$ cat src/rtl/burst_seq_pkg.sv
package burst_seq_pkg;
    typedef enum logic [1:0] {
        CMD_HOLD = 2'd0,
        CMD_LOAD = 2'd1,
        CMD_STOP = 2'd2,
        CMD_STEP = 2'd3
    } seq_cmd_e;
endpackage

$ cat src/rtl/burst_cmd_decode.sv
module burst_cmd_decode
    import burst_seq_pkg::*;
(
    input  logic     clk_en_n,
    input  logic     ld_adv_n,
    input  logic     sel,
    input  logic     active,
    output seq_cmd_e cmd
);
    always_comb begin
        cmd = CMD_HOLD;
        if (!clk_en_n) begin
            if (!ld_adv_n) begin
                cmd = sel ? CMD_LOAD : CMD_STOP;
            end else if (active) begin
                cmd = CMD_STEP;
            end
        end
    end
endmodule

$ cat src/rtl/burst_order_map.sv
module burst_order_map #(
    parameter int BEAT_BITS = 2
) (
    input  logic [BEAT_BITS-1:0] start,
    input  logic [BEAT_BITS-1:0] beat,
    input  logic                 order_il,
    output logic [BEAT_BITS-1:0] low
);
    logic [BEAT_BITS-1:0] lin_low;
    logic [BEAT_BITS-1:0] il_low;

    assign lin_low = start + beat;

    for (genvar b = 0; b < BEAT_BITS; b++) begin : g_xor
        assign il_low[b] = start[b] ^ beat[b];
    end

    assign low = order_il ? il_low : lin_low;
endmodule

$ cat src/rtl/burst_addr_seq.sv
module burst_addr_seq
    import burst_seq_pkg::*;
#(
    parameter int AW        = 17,
    parameter int BEAT_BITS = 2
) (
    input  logic          clk,
    input  logic          rst,
    input  logic          clk_en_n,
    input  logic          ld_adv_n,
    input  logic          sel,
    input  logic [AW-1:0] ext_addr,
    input  logic          order_il,
    output logic [AW-1:0] addr,
    output logic          burst_active
);
    localparam int UPPER_W = AW - BEAT_BITS;

    typedef struct packed {
        logic [UPPER_W-1:0]   upper;
        logic [BEAT_BITS-1:0] low;
        logic [BEAT_BITS-1:0] start;
        logic [BEAT_BITS-1:0] beat;
        logic                 active;
    } seq_state_t;

    seq_state_t           st_d, st_q;
    seq_cmd_e             cmd;
    logic [BEAT_BITS-1:0] beat_next;
    logic [BEAT_BITS-1:0] low_next;

    burst_cmd_decode u_dec (
        .clk_en_n (clk_en_n),
        .ld_adv_n (ld_adv_n),
        .sel      (sel),
        .active   (st_q.active),
        .cmd      (cmd)
    );

    assign beat_next = st_q.beat + {{(BEAT_BITS-1){1'b0}}, 1'b1};

    burst_order_map #(.BEAT_BITS(BEAT_BITS)) u_map (
        .start    (st_q.start),
        .beat     (beat_next),
        .order_il (order_il),
        .low      (low_next)
    );

    always_comb begin
        st_d = st_q;
        unique case (cmd)
            CMD_LOAD: begin
                st_d.upper  = ext_addr[AW-1:BEAT_BITS];
                st_d.low    = ext_addr[BEAT_BITS-1:0];
                st_d.start  = ext_addr[BEAT_BITS-1:0];
                st_d.beat   = '0;
                st_d.active = 1'b1;
            end
            CMD_STOP: begin
                st_d.active = 1'b0;
            end
            CMD_STEP: begin
                st_d.beat = beat_next;
                st_d.low  = low_next;
            end
            default: begin
                st_d = st_q;
            end
        endcase
        if (rst) begin
            st_d = '0;
        end
    end

    always_ff @(posedge clk) begin
        st_q <= st_d;
    end

    assign addr         = {st_q.upper, st_q.low};
    assign burst_active = st_q.active;
endmodule

$ cat config.mk
export PLATFORM = sky130hd
export DESIGN_NAME = burst_addr_seq
export DESIGN_NICKNAME = d
export VERILOG_FILES = /design/src/rtl/burst_seq_pkg.sv /design/src/rtl/burst_cmd_decode.sv /design/src/rtl/burst_order_map.sv /design/src/rtl/burst_addr_seq.sv
export SDC_FILE = /design/constraint.sdc
export NUM_CORES = 1
export LEC_CHECK = 0
export BUFFER_PORTS_ARGS = -buffer_cell sky130_fd_sc_hd__buf_2
export CAP_MARGIN = 20
export CORE_MARGIN = 10
export CORE_UTILIZATION = 35
export DETAILED_ROUTE_END_ITERATION = 8
export GPL_TIMING_DRIVEN = 0
export PLACE_DENSITY = 0.69
export REMOVE_ABC_BUFFERS = 1
export SYNTH_ARGS = -nofsm -noshare
export SYNTH_HDL_FRONTEND = slang
export SYNTH_HIERARCHICAL = 1
export SYNTH_SLANG_ARGS = --single-unit
$ cat constraint.sdc
create_clock -name clk -period 2.15 [get_ports clk]
set_input_delay 0.215 -clock clk [delete_from_list [all_inputs] [get_ports clk]]
set_output_delay 0.215 -clock clk [all_outputs]
set_load 0.02 [all_outputs]
==> flow_summary_export.csv <==
group,metric,value,unit
sta,slew_headroom,0.5955,
critical_path,worst-setup-path-type,"flop to flop",
sta,finClkSkew,1.025,ps
critical_path,cp_max_fo,21,
power_and_ir_drop,power_frac_clock,0.281,
critical_path,start_kind,"flop",
routing,drt_pre_antenna_iters,4,
cts,cts_root_buf,"clkbuf_4",
yosys,yosysWarnings,6,
routing,ant_nets,0,
cts,cts.path.max_buffers,2,
routing,drtIter0Drc,36,
worst_hold_path,hold_class,"input port to flop",
routing,drc,0,
critical_path,r2r_cells,5,
routing,routedWlPerCell,12.85,µm
job,cap_violations,0,
cts,cts.clk_slew.worst_paths,110,ps
cts,htreeDepth,1,
yosys,synth-edff-count,0,
power_and_ir_drop,peakVddDrop,0.3925,mV
routing,vias,741,
global_routing,overflow,0,
sta,finalHoldViolations,0,
cts,cts_made_buffers,3,
finish,layout-drive-gt1-share,0.3561,
finish,nets,160,
critical_path,critPathArrivalTime,2030,ps
place,io_buffers,40,
yosys,synth_area_per_cell,9.780,µm²
global_routing,grtUsageTotal,0.08074,
yosys,synth_cells,109,
place,dpl.hpwl,1.692,mm
power_and_ir_drop,p_sw,0.2011,mW
cts,cts_setup_buffers,0,
die,core_area,2829,µm²
power_and_ir_drop,total_power,0.7906,mW
yosys,synth_area,1066,µm²
critical_path,reg2reg_from,"burst_active",
finish,insertedDiodeCount,0,
yosys,synth_most_common_cell,"dfxtp_1",
place,gp_congestion,0.6799,
yosys,synthAdderAreaFrac,0.04695,
yosys,synthSimpleGateAreaFrac,0.1221,
yosys,synth_top_family_by_area,"multiplexers",
yosys,synth_top_area_frac,0.4131,
global_routing,grt_max_degree,23,
yosys,synthTopCellsByCount,"dfxtp_1 (22), mux2i_1 (19), buf_4 (17), nor2_1 (17)",
die,die_width,75.19,µm
sta,final-max-slew-violation-count,0,
die,row_count,19,
sta,clock.fmax,554.0,MHz
sta,final.min_clock_period,1805,ps
die,die-area,5654,µm²
yosys,synthXorXnorAreaFrac,0.02465,
yosys,async_flop_share,0,
yosys,synth_flop_cell,"dfxtp_1",
power_and_ir_drop,p_seq_frac,0.553,
yosys,ys_types,23,
yosys,synth_compound_area_frac,0.04930,
cts,cts_num_sinks,22,
place,dp_slack,-85.36,ps
routing,detail_route.wirelength,2.094,mm
power_and_ir_drop,p_sw_frac,0.2544,
critical_path,crit_required,2380,ps
sta,finalSetupViolCount,0,
global_routing,antenna_found_initial,0,
yosys,synth_top_area_cell,"dfxtp_1",
sta,layout_setup_ws,345.1,ps
critical_path,end_kind,"flop",
critical_path,r2r_slack,350,ps
power_and_ir_drop,power.internal,0.5895,mW
power_and_ir_drop,power_density,668.7,nW/µm²
die,start_util,0.3768,
yosys,ys_top_cells_by_area,"dfxtp_1 (41%), mux2i_1 (18%), buf_4 (12%), nor2_1 (6.0%), ha_1 (4.7%)",
cts,insertion_delay,300,ps
sta,worst_pin_slew,606.8,ps
cts,cts_tree,"yes",
power_and_ir_drop,leakagePower,0.5340,nW
critical_path,r2r_end,"addr[1]",
global_routing,grt_pass1_vias,836,
finish,areaGrowthSynthToFinish,10.92,%
sta,finalCritPeriodShare,0.8395,
yosys,muxShareOfSynthArea,0.1784,
die,die_h,75.19,µm
place,dp_cells,159,
die,ioPinCount,41,
worst_hold_path,min_to,"addr[14]",
run_status,status,"completed",
finish,final_cells,163,
routing,vias_per_cell,4.546,
yosys,ys_ff_latch,22,
worst_hold_path,hold_start,"ext_addr[14]",
global_routing,grt_first_pass_wirelength,3.574,mm
sta,rsz0062_at_grt,"false",
yosys,synth_seq_area_share,0.4131,
worst_hold_path,min_path_cells,3,
power_and_ir_drop,p_comb_frac,0.166,
power groups by stage:
stage	logic [mW]	registers, mW	clock network [mW]
floorplan	0.0579	0.467	0
global placement	0.131	0.445	0
detailed placement	0.135	0.446	0
CTS	0.135	0.437	0.232
global route	0.147	0.440	0.248
finish	0.132	0.437	0.222
worst max-delay path by stage:
| stage | to | slack [ps] | from |
|---|---|---|---|
| 2_1_floorplan | addr[0] | 120 | burst_active |
| 3_3_place_gp | addr[1] | -30 | ld_adv_n |
| 3_5_place_dp | addr[0] | -90 | ld_adv_n |
| 4_1_cts | addr[1] | 300 | burst_active |
| 5_1_grt | addr[0] | 110 | burst_active |
| 6_report | addr[1] | 350 | burst_active |
cell families after synthesis:
kind of cell / after synthesis
AND/OR/NAND/NOR: 28
flip-flops: 22
buffers and inverters: 25
XOR/XNOR: 3
AO/OA/AOI/OAI: 8
adder cells (fa/ha/maj): 4
multiplexers: 19
layout by cell type, fill, tap and decap left out:
master    netlist  layout
nor2b_1         3       3
ha_2            0       1
a21oi_2         1       1
buf_2           0      40
or2_2           1       1
xnor2_1         2       2
nor2_1         17      17
a211oi_1        2       2
or2_1           1       1
clkbuf_8        0       1
a311oi_1        1       1
or3b_1          1       1
ha_1            4       3
inv_1           4       4
xor2_1          1       1
or2_0           1       1
a21oi_1         4       4
dfxtp_1        22      22
nand2_1         2       2
clkbuf_4        0       3
mux2i_1        19      19
nand2b_1        2       2
state kept, by name, summed over array words and instances (netlist names):
register / flops
addr: 17
burst_active: 1
st_q: 4
metal layers:
layer  share of wire  routed length [µm]  track usage  up-vias
met3           0.076                 160      0.03022        2
li1                -                   -            -      382
met5               0                   0            0        -
met4           0.013                  27      0.03093        0
met1            0.37                 771      0.07402      338
met2            0.54                1134       0.1571       19
worst max-delay path, cell delays in order (launching register included):
cell and delay (ps):
dfxtp_1 370, nand2_1 90, a21oi_1 240, ha_2 630
mux2i_1 150, a211oi_1 240
timing repair:
action	CTS	global route
hold buffers	0	0
gates resized for setup	1	0
endpoints found under the setup margin	6	0
through the flow:
step,instance area (µm²),hold WS (ps),setup TNS (ps),util
final,1182,143.0,0,0.4180
after detailed placement,1144,463.4,-659.3,0.4042
after global placement,1144,448.7,-45.19,0.4042
after global routing,1182,125.7,0,0.4180
after CTS,1182,135.3,0,0.4180
after floorplan,904.6,284.1,0,-
area by class of cell:
type	instances	area, µm²
tap	31	38.79
fill	280	1647
timing repair buffer	40	200.2
inverter	4	15.01
clock buffer	4	36.28
multi-input combinational	62	451.7
sequential	22	440.4
No activity file was read; power rests on OpenSTA's default activity.
